**config.mk**
```make
export PLATFORM = sky130hd
export DESIGN_NAME = blk_admit_ctrl
export DESIGN_NICKNAME = d
export VERILOG_FILES = /design/src/rtl/admit_pkg.sv /design/src/rtl/admit_check.sv /design/src/rtl/slot_table.sv /design/src/rtl/res_counter.sv /design/src/rtl/blk_admit_ctrl.sv
export SDC_FILE = /design/constraint.sdc
export NUM_CORES = 1
export LEC_CHECK = 0
export ABC_CLOCK_PERIOD_IN_PS = 7600
export CAP_MARGIN = 20
export CELL_PAD_IN_SITES_DETAIL_PLACEMENT = 0
export CELL_PAD_IN_SITES_GLOBAL_PLACEMENT = 2
export CORE_AREA = 5 5 121 123
export DETAILED_ROUTE_END_ITERATION = 8
export DIE_AREA = 0 0 126 128
export DONT_BUFFER_PORTS = 1
export PLACE_DENSITY = 0.82
export SLEW_MARGIN = 20
export SYNTH_ARGS = -nofsm -noshare
export SYNTH_HDL_FRONTEND = slang
export SYNTH_SLANG_ARGS = --single-unit
```
**constraint.sdc**
```tcl
create_clock -name clk -period 7.6 [get_ports clk]
set_input_delay 0.76 -clock clk [delete_from_list [all_inputs] [get_ports clk]]
set_output_delay 0.76 -clock clk [all_outputs]
set_load 0.02 [all_outputs]
```
**src/rtl/admit_pkg.sv**
```systemverilog
// Package admit_pkg
// Shared defaults and helpers for the residency admission controller.
// Assumes callers pass a positive warp size.
package admit_pkg;
    localparam int DEF_MAX_BLOCKS        = 8;
    localparam int DEF_MAX_THREADS       = 768;
    localparam int DEF_MAX_BLOCK_THREADS = 512;
    localparam int DEF_WARP_SIZE         = 32;

    // Number of warps needed for n threads, partial warp rounded up.
    function automatic int warps_for(input int n, input int ws);
        return (n + ws - 1) / ws;
    endfunction
endpackage

```
**src/rtl/admit_check.sv**
```systemverilog
// Module admit_check
// Combinational admission decision: legality of the requested size,
// fit against both residency caps, and the warp count of the block.
// Assumes the resident counts it is given never exceed their caps.
module admit_check #(
    parameter int MAX_BLOCKS        = admit_pkg::DEF_MAX_BLOCKS,
    parameter int MAX_THREADS       = admit_pkg::DEF_MAX_THREADS,
    parameter int MAX_BLOCK_THREADS = admit_pkg::DEF_MAX_BLOCK_THREADS,
    parameter int WARP_SIZE         = admit_pkg::DEF_WARP_SIZE,
    parameter int REQ_W             = 11,
    parameter int BLK_W             = 4,
    parameter int CNT_W             = 10,
    parameter int WARP_W            = 5
) (
    input  logic [REQ_W-1:0]  req_threads,
    input  logic [BLK_W-1:0]  cur_blocks,
    input  logic [CNT_W-1:0]  cur_threads,
    input  logic              slot_avail,
    output logic              size_legal,
    output logic              fits,
    output logic [WARP_W-1:0] warps
);
    // Size legality, dual-cap fit test and warp rounding.
    always_comb begin
        int n;
        n          = int'(req_threads);
        size_legal = (n >= 1) && (n <= MAX_BLOCK_THREADS);
        fits       = size_legal && slot_avail
                     && (int'(cur_blocks) + 1 <= MAX_BLOCKS)
                     && (int'(cur_threads) + n <= MAX_THREADS);
        warps      = WARP_W'(admit_pkg::warps_for(n, WARP_SIZE));
    end
endmodule

```
**src/rtl/slot_table.sv**
```systemverilog
// Module slot_table
// Holds the occupancy flag and the stored thread count of each block slot,
// finds the lowest free slot, and validates retire requests.
// Assumes alloc_en is raised only when free_any is high.
module slot_table #(
    parameter int NSLOT  = admit_pkg::DEF_MAX_BLOCKS,
    parameter int SLOT_W = 3,
    parameter int TW     = 10
) (
    input  logic              clk,
    input  logic              rst_n,
    input  logic              alloc_en,
    input  logic [TW-1:0]     alloc_threads,
    input  logic              ret_en,
    input  logic [SLOT_W-1:0] ret_slot,
    output logic [NSLOT-1:0]  occ,
    output logic [SLOT_W-1:0] free_slot,
    output logic              free_any,
    output logic              ret_ok,
    output logic [TW-1:0]     ret_threads
);
    logic [TW-1:0] thr_mem [NSLOT];

    // Lowest-numbered free slot search (scan downward so the lowest wins).
    always_comb begin
        free_slot = '0;
        free_any  = 1'b0;
        for (int i = NSLOT - 1; i >= 0; i--) begin
            if (!occ[i]) begin
                free_slot = SLOT_W'(i);
                free_any  = 1'b1;
            end
        end
    end

    // A retire counts only when it names an existing, occupied slot.
    always_comb begin
        ret_ok      = ret_en && (int'(ret_slot) < NSLOT) && occ[ret_slot];
        ret_threads = ret_ok ? thr_mem[ret_slot] : '0;
    end

    // Occupancy flag and stored size per slot.
    generate
        for (genvar s = 0; s < NSLOT; s++) begin : g_slot
            always_ff @(posedge clk) begin
                if (!rst_n) begin
                    occ[s]     <= 1'b0;
                    thr_mem[s] <= '0;
                end else if (alloc_en && int'(free_slot) == s) begin
                    occ[s]     <= 1'b1;
                    thr_mem[s] <= alloc_threads;
                end else if (ret_ok && int'(ret_slot) == s) begin
                    occ[s]     <= 1'b0;
                end
            end
        end
    endgenerate

    // a validated retire leaves its slot free on the next cycle.
    a_r6_retire_frees: assert property (@(posedge clk) disable iff (!rst_n)
        (ret_ok && !(alloc_en && free_slot == ret_slot)) |=> !occ[$past(ret_slot)]);
    // an allocation fills a slot that was free.
    a_r5_alloc_target_free: assert property (@(posedge clk) disable iff (!rst_n)
        alloc_en |=> occ[$past(free_slot)]);
endmodule

```
**src/rtl/res_counter.sv**
```systemverilog
// Module res_counter
// Resident block and thread totals, updated from accept and retire events
// that may both occur in the same cycle.
// Assumes the caller never accepts past either cap.
module res_counter #(
    parameter int MAX_BLOCKS  = admit_pkg::DEF_MAX_BLOCKS,
    parameter int MAX_THREADS = admit_pkg::DEF_MAX_THREADS,
    parameter int BLK_W       = 4,
    parameter int CNT_W       = 10,
    parameter int TW          = 10
) (
    input  logic             clk,
    input  logic             rst_n,
    input  logic             acc_en,
    input  logic [TW-1:0]    acc_threads,
    input  logic             ret_en,
    input  logic [TW-1:0]    ret_threads,
    output logic [BLK_W-1:0] blocks,
    output logic [CNT_W-1:0] threads
);
    // Net update of both totals from the accept and retire of this cycle.
    always_ff @(posedge clk) begin
        if (!rst_n) begin
            blocks  <= '0;
            threads <= '0;
        end else begin
            blocks  <= blocks + BLK_W'(acc_en) - BLK_W'(ret_en);
            threads <= threads + (acc_en ? CNT_W'(acc_threads) : '0)
                               - (ret_en ? CNT_W'(ret_threads) : '0);
        end
    end

    // block cap never exceeded.
    a_r1_block_cap: assert property (@(posedge clk) disable iff (!rst_n)
        int'(blocks) <= MAX_BLOCKS);
    // thread cap never exceeded.
    a_r2_thread_cap: assert property (@(posedge clk) disable iff (!rst_n)
        int'(threads) <= MAX_THREADS);
endmodule

```
**src/rtl/blk_admit_ctrl.sv**
```systemverilog
// Module blk_admit_ctrl
// Admits thread blocks onto one multiprocessor under a block-count cap and
// a thread-count cap, assigns the lowest free slot, reports the warp count,
// and takes retire events per slot. The grant decision uses the counts held
// at the start of the cycle; a same-cycle retire is credited from the next.
// Assumes a requester drops a request that is flagged for rejection.
module blk_admit_ctrl #(
    parameter int MAX_BLOCKS        = admit_pkg::DEF_MAX_BLOCKS,
    parameter int MAX_THREADS       = admit_pkg::DEF_MAX_THREADS,
    parameter int MAX_BLOCK_THREADS = admit_pkg::DEF_MAX_BLOCK_THREADS,
    parameter int WARP_SIZE         = admit_pkg::DEF_WARP_SIZE,
    parameter int REQ_W             = 11,
    localparam int SLOT_W = (MAX_BLOCKS > 1) ? $clog2(MAX_BLOCKS) : 1,
    localparam int BLK_W  = $clog2(MAX_BLOCKS + 1),
    localparam int CNT_W  = $clog2(MAX_THREADS + 1),
    localparam int TW     = $clog2(MAX_BLOCK_THREADS + 1),
    localparam int WARP_W = $clog2(MAX_BLOCK_THREADS / WARP_SIZE + 2)
) (
    input  logic              clk,
    input  logic              rst_n,
    input  logic              req_valid,
    input  logic [REQ_W-1:0]  req_threads,
    output logic              req_ready,
    output logic              req_reject,
    output logic [SLOT_W-1:0] grant_slot,
    output logic [WARP_W-1:0] grant_warps,
    input  logic              ret_valid,
    input  logic [SLOT_W-1:0] ret_slot,
    output logic [BLK_W-1:0]  res_blocks,
    output logic [CNT_W-1:0]  res_threads
);
    logic                  size_legal, fits, free_any, accept, ret_ok;
    logic [MAX_BLOCKS-1:0] occ;
    logic [TW-1:0]         ret_threads;

    // Handshake and reject flags from the admission decision.
    always_comb begin
        req_ready  = fits;
        req_reject = req_valid && !size_legal;
        accept     = req_valid && fits;
    end

    admit_check #(
        .MAX_BLOCKS(MAX_BLOCKS), .MAX_THREADS(MAX_THREADS),
        .MAX_BLOCK_THREADS(MAX_BLOCK_THREADS), .WARP_SIZE(WARP_SIZE),
        .REQ_W(REQ_W), .BLK_W(BLK_W), .CNT_W(CNT_W), .WARP_W(WARP_W)
    ) check_i (
        .req_threads(req_threads), .cur_blocks(res_blocks),
        .cur_threads(res_threads), .slot_avail(free_any),
        .size_legal(size_legal), .fits(fits), .warps(grant_warps)
    );

    slot_table #(.NSLOT(MAX_BLOCKS), .SLOT_W(SLOT_W), .TW(TW)) slots_i (
        .clk(clk), .rst_n(rst_n),
        .alloc_en(accept), .alloc_threads(TW'(req_threads)),
        .ret_en(ret_valid), .ret_slot(ret_slot),
        .occ(occ), .free_slot(grant_slot), .free_any(free_any),
        .ret_ok(ret_ok), .ret_threads(ret_threads)
    );

    res_counter #(
        .MAX_BLOCKS(MAX_BLOCKS), .MAX_THREADS(MAX_THREADS),
        .BLK_W(BLK_W), .CNT_W(CNT_W), .TW(TW)
    ) count_i (
        .clk(clk), .rst_n(rst_n),
        .acc_en(accept), .acc_threads(TW'(req_threads)),
        .ret_en(ret_ok), .ret_threads(ret_threads),
        .blocks(res_blocks), .threads(res_threads)
    );

    // an illegal size is never granted.
    a_r3_illegal_not_ready: assert property (@(posedge clk) disable iff (!rst_n)
        req_reject |-> !req_ready);
    // the block counter agrees with the slot table.
    a_r8_count_matches_slots: assert property (@(posedge clk) disable iff (!rst_n)
        $countones(occ) == int'(res_blocks));
    // accept plus retire in one cycle keeps the block count.
    a_r7_swap_keeps_blocks: assert property (@(posedge clk) disable iff (!rst_n)
        (accept && ret_ok) |=> res_blocks == $past(res_blocks));
    // reset clears both totals.
    a_r9_reset_clears: assert property (@(posedge clk)
        !rst_n |=> (res_blocks == '0 && res_threads == '0));
endmodule

```
; ---- Yosys cells after proc, flatten, opt, wreduce, memory -nomap -nowiden
; Memories as Yosys holds them, arrays and structs flattened.
; Cells that the tools add are included.
[totals]
ff_bits = 22
latch_bits = 0
mem_bits_rw = 80
mem_bits_ro = 0
in_bits = 18
out_inout_bits = 24
wordCells = 152
memories = 1
[classes]
n_addsub = 9
n_mul = 0
n_div = 0
magnitude_cmp = 5
eq_ne = 14
shift = 0
muxes = 69
n_bitwise = 9
reduce_logical = 35
[mem_list]
columns = memory, words, width, read_ports, rd_ports_with_merged_regs, wr, line
row1 = slots_i.thr_mem, 8, 10, 1, 0, 8, slot_table.sv:22  ; logic [TW-1:0] thr_mem [NSLOT];
[ops]
columns = operator, n
row1 = 10-bit two-way mux, 10
row2 = 1-bit two-way mux, 50
row3 = "32-bit by 11-bit <= comparator with 1-bit output, second input constant", 1
row4 = "32-bit by 5-bit <= comparator with 1-bit output, second input constant", 1
row5 = "3-bit equality test, second input constant", 8
row6 = 3-bit two-way mux, 8
row7 = 1-bit logical AND, 23
row8 = 2-bit nonzero test, 8
row9 = "12-bit by 1-bit subtractor with 13-bit output, second input constant", 1
row10 = 10-bit by 11-bit adder with 12-bit output, 1
row11 = "11-bit by 6-bit adder with 12-bit output, second input constant", 1
row12 = "3-bit by 2-bit equality test with 1-bit output, second input constant", 4
row13 = "11-bit by 1-bit >= comparator with 1-bit output, second input constant", 1
row14 = "11-bit by 10-bit <= comparator with 1-bit output, second input constant", 1
row15 = 10-bit adder, 1
row16 = 10-bit subtractor, 1
row17 = 1-bit bitwise OR, 8
row18 = "3-bit by 1-bit equality test with 1-bit output, second input constant", 2
row19 = 3-bit logical NOT, 2
row20 = "4-bit by 1-bit adder with 5-bit output, second input constant", 1
row21 = 5-bit by 1-bit adder with 5-bit output, 1
row22 = 5-bit OR reduction, 1
row23 = 4-bit by 1-bit adder with 4-bit output, 1
row24 = "3-bit by 4-bit < comparator with 1-bit output, second input constant", 1
row25 = other kinds (4), 4

; ---- Logic depth before layout (Yosys ltp)
; Gate-level depths: netlist of the first run.
[depth]
word_depth = 17
depth_mapped = 23
depth_no_buf = 22

; ---- Modules after synthesis
; From an unflattened synthesis of the first run, not the netlist that was laid out.
[hier_totals]
hier_cells = 532
area_unflattened_um2 = 6110.9
[by_module_without_submodules]
columns = mod, instances, cells_each, area_each_um2
row1 = slot_table, 1, 310, 4306.6
row2 = res_counter, 1, 148, 1246.2
row3 = admit_check, 1, 72, 538.0
row4 = blk_admit_ctrl, 1, 2, 20.0

; ---- Worst setup path after synthesis of the first run
; No wires, ideal clock.
[synth_path]
path_type = input port to flip-flop
from = in req_threads[0]
to = reg count_i.threads[9]
setup_ps = 115
arrival_time_ps = 5138
t_required_ps = 7485
setup_slack_ps = 2347
path_stages = 23
n_path_buf = 1
cell_sequence = ha_1 inv_1 fa_1 nor2b_1 o31a_1 o21ai_1 o21bai_1 a2111o_1 a21o_1 buf_6 nor2_1 nand2_1 fa_1 inv_1 ha_1 a21oi_1 nor2b_1 o31a_1 o41ai_1 o21ai_0 xnor2_1 xnor2_1 and2_1
[synth_between]
elab_chain_len = 9
elab_cells_between_ends = 12
[synth_lines]
columns = item, line
row1 = from (decl), blk_admit_ctrl.sv:22  ; input logic [REQ_W-1:0] req_threads,
row2 = "parallel branches: the longest is 6 deep, another holds 32-bit by 11-bit <= comparator with 1-bit output", --
row3 = 10-bit two-way mux *, res_counter.sv:28  ; threads <= threads + (acc_en ? CNT_W'(acc_threads) : '0)
row4 = 10-bit adder *, res_counter.sv:28
row5 = 10-bit subtractor *, res_counter.sv:29  ; - (ret_en ? CNT_W'(ret_threads) : '0);
row6 = to (signal assigned), res_counter.sv:28
row7 = to (decl), res_counter.sv:19  ; output logic [CNT_W-1:0] threads
; Every way passes the cells marked *.
; A chain may end at the register's enable or synchronous reset.

; ---- Final worst setup path of the first run
[layout_path]
from = reg count_i.threads[0]
to = reg count_i.threads[9]
[layout_between]
elab_chain_len = 7
[layout_lines]
columns = item, line
row1 = 10-bit by 11-bit adder with 12-bit output, admit_check.sv:30  ; && (int'(cur_threads) + n <= MAX_THREADS);
row2 = 32-bit by 11-bit <= comparator with 1-bit output, admit_check.sv:30
row3 = 1-bit logical AND, admit_check.sv:30
row4 = 1-bit logical AND, blk_admit_ctrl.sv:40  ; accept = req_valid && fits;
row5 = 10-bit two-way mux, res_counter.sv:28
row6 = 10-bit adder *, res_counter.sv:28
row7 = 10-bit subtractor *, res_counter.sv:29
; Mark *: on every way between the ends. The rest lies on a longest branch, timed or not.

==> results of run 1 <==
[layout by cell type, fill, tap and decap left out, types with 10 or more instances in the layout]
cell type | netlist | layout
mux2i_1 | 11 | 11
o21ai_0 | 13 | 13
nor4_1 | 36 | 36
dfxtp_1 | 22 | 22
xnor2_1 | 12 | 12
nor2_1 | 39 | 39
ha_1 | 26 | 26
or4_1 | 10 | 10
a21oi_1 | 19 | 19
inv_1 | 41 | 41
mux4_2 | 21 | 21
fa_1 | 11 | 11
xor2_1 | 10 | 10
edfxtp_1 | 80 | 80
nand2_1 | 58 | 58
nor3_1 | 48 | 48
[through the flow]
| stage | total power [W] | cell area (um2) | setup WS, ns | hold slack [ns] | util [%] |
|---|---|---|---|---|---|
| after floorplan | 0.001259 | 6002 | 2.347 | 0.4794 | - |
| after global placement | 0.001368 | 6130 | 1.823 | 0.5150 | 45.21 |
| after CTS | 0.001872 | 6445 | 1.896 | 0.5276 | 47.54 |
| final | 0.001861 | 6445 | 2.035 | 0.5353 | 47.54 |
| after global routing | 0.001984 | 6445 | 1.522 | 0.5339 | 47.54 |
| after detailed placement | 0.001378 | 6130 | 1.713 | 0.5168 | 45.21 |
[flip-flops by register name, indices dropped and copies added (netlist names)]
register	count
count_i.blocks	4
slots_i.thr_mem	80
slots_i.occ	8
count_i.threads	10
[power groups by stage]
stage               Sequential, W  Combinational, W  Clock [W]
CTS                      0.000727          0.000642   0.000503
floorplan                0.000722          0.000537          0
global route             0.000733          0.000728   0.000523
global placement         0.000737          0.000631          0
detailed placement       0.000739          0.000638          0
finish                   0.000726          0.000638   0.000497
[cell type report]
class	count	area [um2]	area share, %
Sequential cell	102	2843	44.11
Clock inverter	6	86.33	1.340
Tap cell	180	225.2	3.494
Clock buffer	10	229.0	3.553
Inverter	41	153.9	2.388
Timing Repair Buffer	4	30.03	0.4659
Multi-Input combinational cell	377	2878	44.65
[cell families after synthesis]
family,after synthesis
xor+xnor,22
compound gates,59
flops,102
buf+inv,76
fa+ha+maj,37
mux,35
simple gates,224
[Yosys cell counts, drive strengths merged (6+ instances only)]
| master | count | area, um2 |
|---|---|---|
| edfxtp | 80 | 2402 |
| nand2 | 58 | 217.7 |
| nor3 | 48 | 240.2 |
| inv | 41 | 153.9 |
| nor2 | 39 | 146.4 |
| nor4 | 36 | 225.2 |
| ha | 26 | 325.3 |
| clkbuf | 24 | 90.09 |
| dfxtp | 22 | 440.4 |
| mux4 | 21 | 473.0 |
| a21oi | 19 | 95.09 |
| o21ai | 14 | 70.06 |
| xnor2 | 12 | 105.1 |
| buf | 11 | 53.80 |
| fa | 11 | 220.2 |
| mux2i | 11 | 110.1 |
| or4 | 10 | 75.07 |
| xor2 | 10 | 87.58 |
| and2 | 7 | 43.79 |
| nor2b | 7 | 43.79 |
| nand2b | 6 | 37.54 |
[how the worst min path moves through the flow]
stage / start / end / slack (ns)
after floorplan: slots_i.occ[4] / slots_i.occ[4] / 0.48
after detailed placement: slots_i.occ[4] / slots_i.occ[4] / 0.52
after global routing: rst_n / count_i.blocks[0] / 0.53
after CTS: rst_n / count_i.blocks[0] / 0.53
after global placement: slots_i.occ[4] / slots_i.occ[4] / 0.51
final: rst_n / count_i.blocks[0] / 0.54
[worst reg2reg max path, stage by stage (launching register included)]
cell	delay, ns
dfxtp_1	0.49
ha_1	0.23
inv_1	0.05
fa_1	0.40
nor2b_1	0.17
nor3_1	0.08
xnor2_1	0.13
o31ai_1	0.29
o2111ai_1	0.21
a21o_2	0.26
nor2_1	0.57
nand2_1	0.16
fa_1	0.56
inv_1	0.06
ha_1	0.28
a21oi_1	0.12
nor2b_1	0.08
o31a_1	0.26
o41ai_1	0.43
o21ai_0	0.20
xnor2_1	0.21
xnor2_1	0.09
and2_1	0.16
[per-layer routing]
layer  global-route usage [%]  routed length, um
met5                        0                  0
met4                    5.994                214
met3                    4.875               1198
met2                    33.62               7548
met1                    24.70               6436
==> flow_metrics.env, run 1 <==
export IMPL_status="finished clean"
export IMPL_fp_dieW_um=126
export IMPL_ir_drop_mv=0.1139
export IMPL_max_stage_delay_ns=0.57
export IMPL_drive_gt1_share_pct=8.519
export IMPL_clk_pin_slew_ns=0.07
export IMPL_cellInternalPower_w=0.001213
export IMPL_cp_start_kind="flop"
export IMPL_maxCapViolCount=0
export IMPL_fmax_mhz=179.7
export IMPL_relSlewSlack_pct=31.93
export IMPL_path_max_fanout=10
export IMPL_yosysWarnings=0
export IMPL_synth_seq_cells=102
export IMPL_h_tree_depth=3
export IMPL_combPwrFrac_pct=34.3
export IMPL_synth_compound_gate_area_share_pct=6.504
export IMPL_r2r_end="count_i.threads[9]"
export IMPL_finClkSkew_ns=0.008203
export IMPL_path_delay_family="compound AO/OA/AOI/OAI gates"
export IMPL_grt_pass1_wl_mm=24.35
export IMPL_synth_area_um2=6002
export IMPL_drc_errors=0
export IMPL_endpoint_kind="flop"
export IMPL_cts_buffers=9
export IMPL_cpMostUsedCell="xnor2_1"
export IMPL_finalNetCount=590
export IMPL_avgSynthCellArea_um2=10.81
export IMPL_synthCells=555
export IMPL_cts_sinks=102
export IMPL_die_area_um2=16130
export IMPL_drtAntennaViolNets=0
export IMPL_finalNonFillerCells=720
export IMPL_io_buffers=0
export IMPL_finalCritPeriodShare_pct=73.23
export IMPL_grt_overflow=0
export IMPL_switching_share_pct=34.78
export IMPL_antennaDiodeCount=0
export IMPL_critPathBufInv=2
export IMPL_hold_path_class="input pin to flop"
export IMPL_avgRoutedWirePerCell_um=21.39
export IMPL_grt_use_total_pct=19.64
export IMPL_synth_cell_types=45
export IMPL_rows=43
export IMPL_cts_hold_fix_buffers=0
export IMPL_async_flop_share_pct=0
export IMPL_clockPowerShare_pct=26.7
export IMPL_vias=4246
export IMPL_worstSetupPathType="flop to flop"
export IMPL_ys_flop_type="edfxtp_1"
export IMPL_pwr_density_cell_nw_per_um2=288.7
export IMPL_vias_per_cell=5.897
export IMPL_rsz0062_at_grt="no"
export IMPL_crit_chain="ha_1 > inv_1 > fa_1 > nor2b_1 > nor3_1 > xnor2_1 > o31ai_1 > o2111ai_1 > a21o_2 > nor2_1 > nand2_1 > fa_1 > inv_1 > ha_1 > a21oi_1 > nor2b_1 > o31a_1 > o41ai_1 > o21ai_0 > xnor2_1 > xnor2_1 > and2_1"
export IMPL_ff2ff_setup_slack_ns=2.03
export IMPL_cts_tree="done"
export IMPL_finalWeightedCongestion=0.7968
export IMPL_synthSimpleGateAreaFrac_pct=18.59
export IMPL_seq_power_share_pct=39.0
export IMPL_core_area_um2=13560
export IMPL_endpoint="count_i.threads[9]"
export IMPL_synth_xor_area_share_pct=3.210
export IMPL_min_path_cells=1
export IMPL_required_ns=7.85
export IMPL_clock_latency_ns=0.35
export IMPL_leakage_nw=2.229
export IMPL_worst_ep_arrival_time_ns=5.81
export IMPL_grt_pass1_vias=4331
export IMPL_num_fill_cells=1293
export IMPL_path_depth=22
export IMPL_synth_top_family_by_area="simple AND/OR/NAND/NOR gates"
export IMPL_antenna_found_initial=0
export IMPL_cts_setup_buffers=0
export IMPL_cpMaxStageDelayCell="nor2_1"
export IMPL_setup_viol=0
export IMPL_drt_pass1_iter_count=4
export IMPL_synth_edf_count=80
export IMPL_start_util_pct=44.27
export IMPL_dpl_cell_count=704
export IMPL_cts_resized=0
export IMPL_synth_fa_ha_area_share_pct=9.089
export IMPL_fin_tns_setup_ns=0
export IMPL_crit_start="count_i.threads[0]"
export IMPL_clock_root_buffer="clkbuf_16"
export IMPL_r2r_cells=22
export IMPL_area_growth_syn_to_layout_pct=7.380
export IMPL_synth_fp_nets=610
export IMPL_yosysSeqAreaShare_pct=47.36
export IMPL_io_pins=42
export IMPL_grt_max_degree=87
export IMPL_p_sw_w=0.0006471
export IMPL_synth_mux_area_share_pct=10.28
export IMPL_dp_hpwl_mm=10.41
export IMPL_drv_slew=0
export IMPL_tightest_slew_ns=1.017
export IMPL_die_h_um=128
export IMPL_drtIter0Drc=309
export IMPL_cts_buffer_depth=2
export IMPL_rr_startpoint="count_i.threads[0]"
export IMPL_hold_viol=0
export IMPL_routed_wl_mm=15.40
export IMPL_period_minus_slack_ns=5.565
No activity file was read; power rests on OpenSTA's default activity.
==> run 2: changes to the inputs <==
Settings changed: ABC_CLOCK_PERIOD_IN_PS 7600 to 4900, CORE_AREA 5 5 121 123 to 5 5 131 133, DIE_AREA 0 0 126 128 to 0 0 136 138, PLACE_DENSITY 0.82 to 0.73.
Clock period 7.6 ns to 4.9 ns, I/O delays scaled along.
==> run 2 against run 1 <==
- clock-buffer cell count decreased by 1
- design area increased by 2.5%
- largest power group is now combinational logic
- critical endpoint unchanged
- clock power increased by 45%
==> flow_metrics.env, run 2 (synthesized netlist as in run 1, its figures left out) <==
export IMPL_status="finished clean"
export IMPL_cts_sinks=102
export IMPL_die_area_um2=18770
export IMPL_grt_use_total_pct=18.31
export IMPL_antennaDiodeCount=0
export IMPL_hold_viol=0
export IMPL_grt_pass1_wl_mm=25.99
export IMPL_cts_buffer_depth=2
export IMPL_io_pins=42
export IMPL_clk_pin_slew_ns=0.07
export IMPL_path_max_fanout=4
export IMPL_required_ns=5.16
export IMPL_cp_start_kind="flop"
export IMPL_cts_tree="done"
export IMPL_clock_latency_ns=0.36
export IMPL_h_tree_depth=3
export IMPL_drive_gt1_share_pct=12.23
export IMPL_cts_buffers=9
export IMPL_finalNetCount=606
export IMPL_die_h_um=138
export IMPL_cts_hold_fix_buffers=0
export IMPL_maxCapViolCount=0
export IMPL_drtIter0Drc=309
export IMPL_dp_hpwl_mm=11.37
export IMPL_start_util_pct=38.20
export IMPL_drtAntennaViolNets=0
export IMPL_period_minus_slack_ns=4.535
export IMPL_hold_path_class="input pin to flop"
export IMPL_finClkSkew_ns=0.01181
export IMPL_num_fill_cells=1548
export IMPL_dpl_cell_count=755
export IMPL_drc_errors=0
export IMPL_total_power_w=0.002941
export IMPL_finalNonFillerCells=772
export IMPL_ir_drop_mv=0.1852
export IMPL_clock_root_buffer="clkbuf_16"
export IMPL_fp_dieW_um=136
export IMPL_core_area_um2=15710
export IMPL_routed_wl_mm=16.91
export IMPL_met2_usage_pct=30.14
export IMPL_io_buffers=0
export IMPL_vias_per_cell=5.609
export IMPL_grt_use_met1_pct=24.37
export IMPL_grt_max_degree=87
export IMPL_grt_pass1_vias=4393
export IMPL_worst_ep_arrival_time_ns=4.79
export IMPL_layout_commonest_cell="edfxtp_1"
export IMPL_setup_viol=0
export IMPL_vias=4330
export IMPL_antenna_found_initial=0
export IMPL_place_area_um2=6290
export IMPL_fin_area_um2=6604
export IMPL_drt_pass1_iter_count=5
export IMPL_rows=46
export IMPL_leakage_nw=2.319
export IMPL_area_growth_syn_to_layout_pct=10.03
export IMPL_rsz0062_at_grt="no"
export IMPL_finalWeightedCongestion=0.8132
export IMPL_final_cell_mix="edfxtp_1 (80), nand2_1 (58), nor3_1 (48)"
export IMPL_avgRoutedWirePerCell_um=21.91
export IMPL_top_usage_layer="met2"
export IMPL_post_route_util_pct=42.03
export IMPL_endpoint_kind="flop"
export IMPL_drv_slew=0
export IMPL_relSlewSlack_pct=31.66
export IMPL_finalCritPeriodShare_pct=92.55
export IMPL_fin_tns_setup_ns=0
export IMPL_reg_top3="slots_i.thr_mem x80, count_i.threads x10, slots_i.occ x8"
export IMPL_largest_register="slots_i.thr_mem"
export IMPL_fmax_mhz=220.5
export IMPL_pwr_density_cell_nw_per_um2=445.4
export IMPL_grt_use_met3_pct=4.318
export IMPL_grt_overflow=0
export IMPL_largest_register_ffs=80
export IMPL_tightest_slew_ns=1.023
export IMPL_worstSetupPathType="flop to flop"
## run 2: changes by cell type in the layout (fill, tap and decap cells not counted), sizes merged
| cell | before | now |
|---|---|---|
| buf | 4 | 20 |
| inv | 41 | 46 |
| clkinvlp | 3 | 0 |
| bufinv | 2 | 0 |
| clkbuf | 10 | 9 |
| clkinv | 1 | 2 |
## run 2: report_power, final
group | internal, W | total [W] | switching, W
sequential | 0.00101 | 0.00107 | 0.0000598
combinational | 0.000495 | 0.00115 | 0.000655
clock | 0.000357 | 0.000719 | 0.000363
## run 2: metrics by stage
step / hold slack (ns) / worst slack [ns]
6_report: 0.2509 / 0.3648
5_1_grt: 0.2557 / 0.03068
4_1_cts: 0.2416 / 0.2019
3_5_place_dp: 0.5227 / 0.01509
3_3_place_gp: 0.5144 / 0.1167
2_1_floorplan: 0.4794 / 0.03877
## run 2: path summary, 6_finish.rpt
path / endpoint / slack [ns] / cells after the start / startpoint
worst min-delay path: count_i.threads[9] / 0.25 / 1 / rst_n
worst max-delay path: count_i.threads[9] / 0.36 / 23 / count_i.threads[0]
worst max register to register: count_i.threads[9] / 0.36 / 23 / count_i.threads[0]
worst min register to register: slots_i.occ[0] / 0.54 / 2 / slots_i.occ[0]
## run 2: area by class of cell
type	count	area (um2)	area share, %
clock buffer	9	225.2	3.410
timing repair buffer	20	150.1	2.274
inverter	41	153.9	2.330
tap	216	270.3	4.092
clock inverter	7	60.06	0.9094
sequential	102	2843	43.05
multi-input combinational	377	2902	43.94
## run 2: repair_timing
action | in CTS | in global routing
gates resized for setup | 0 | 4
buffers inserted | 0 | 1
endpoints found under the hold margin | 0 | 0
endpoints found under the setup margin | 0 | 1
## run 2: routing by layer
metal  vias to the layer above  share of wire, %
met4                         0               1.5
met3                        17               6.3
li1                       2032                 -
met5                         -                 0
met2                       124                49
met1                      2157                43
## run 2: worst max-delay path, stage by stage, from the launching register on
cell	delay, ns
dfxtp_1	0.31
ha_1	0.19
inv_1	0.07
fa_1	0.20
nor2b_1	0.07
o31a_1	0.27
o21ai_2	0.18
o21bai_1	0.08
a2111o_1	0.42
a21o_2	0.22
nor2_4	0.11
nand2_1	0.08
fa_1	0.51
inv_1	0.05
ha_1	0.28
a21oi_1	0.12
nor2b_1	0.07
o31a_1	0.27
o41ai_2	0.21
buf_4	0.16
o21ai_0	0.10
xnor2_1	0.20
xnor2_1	0.09
and2_1	0.15
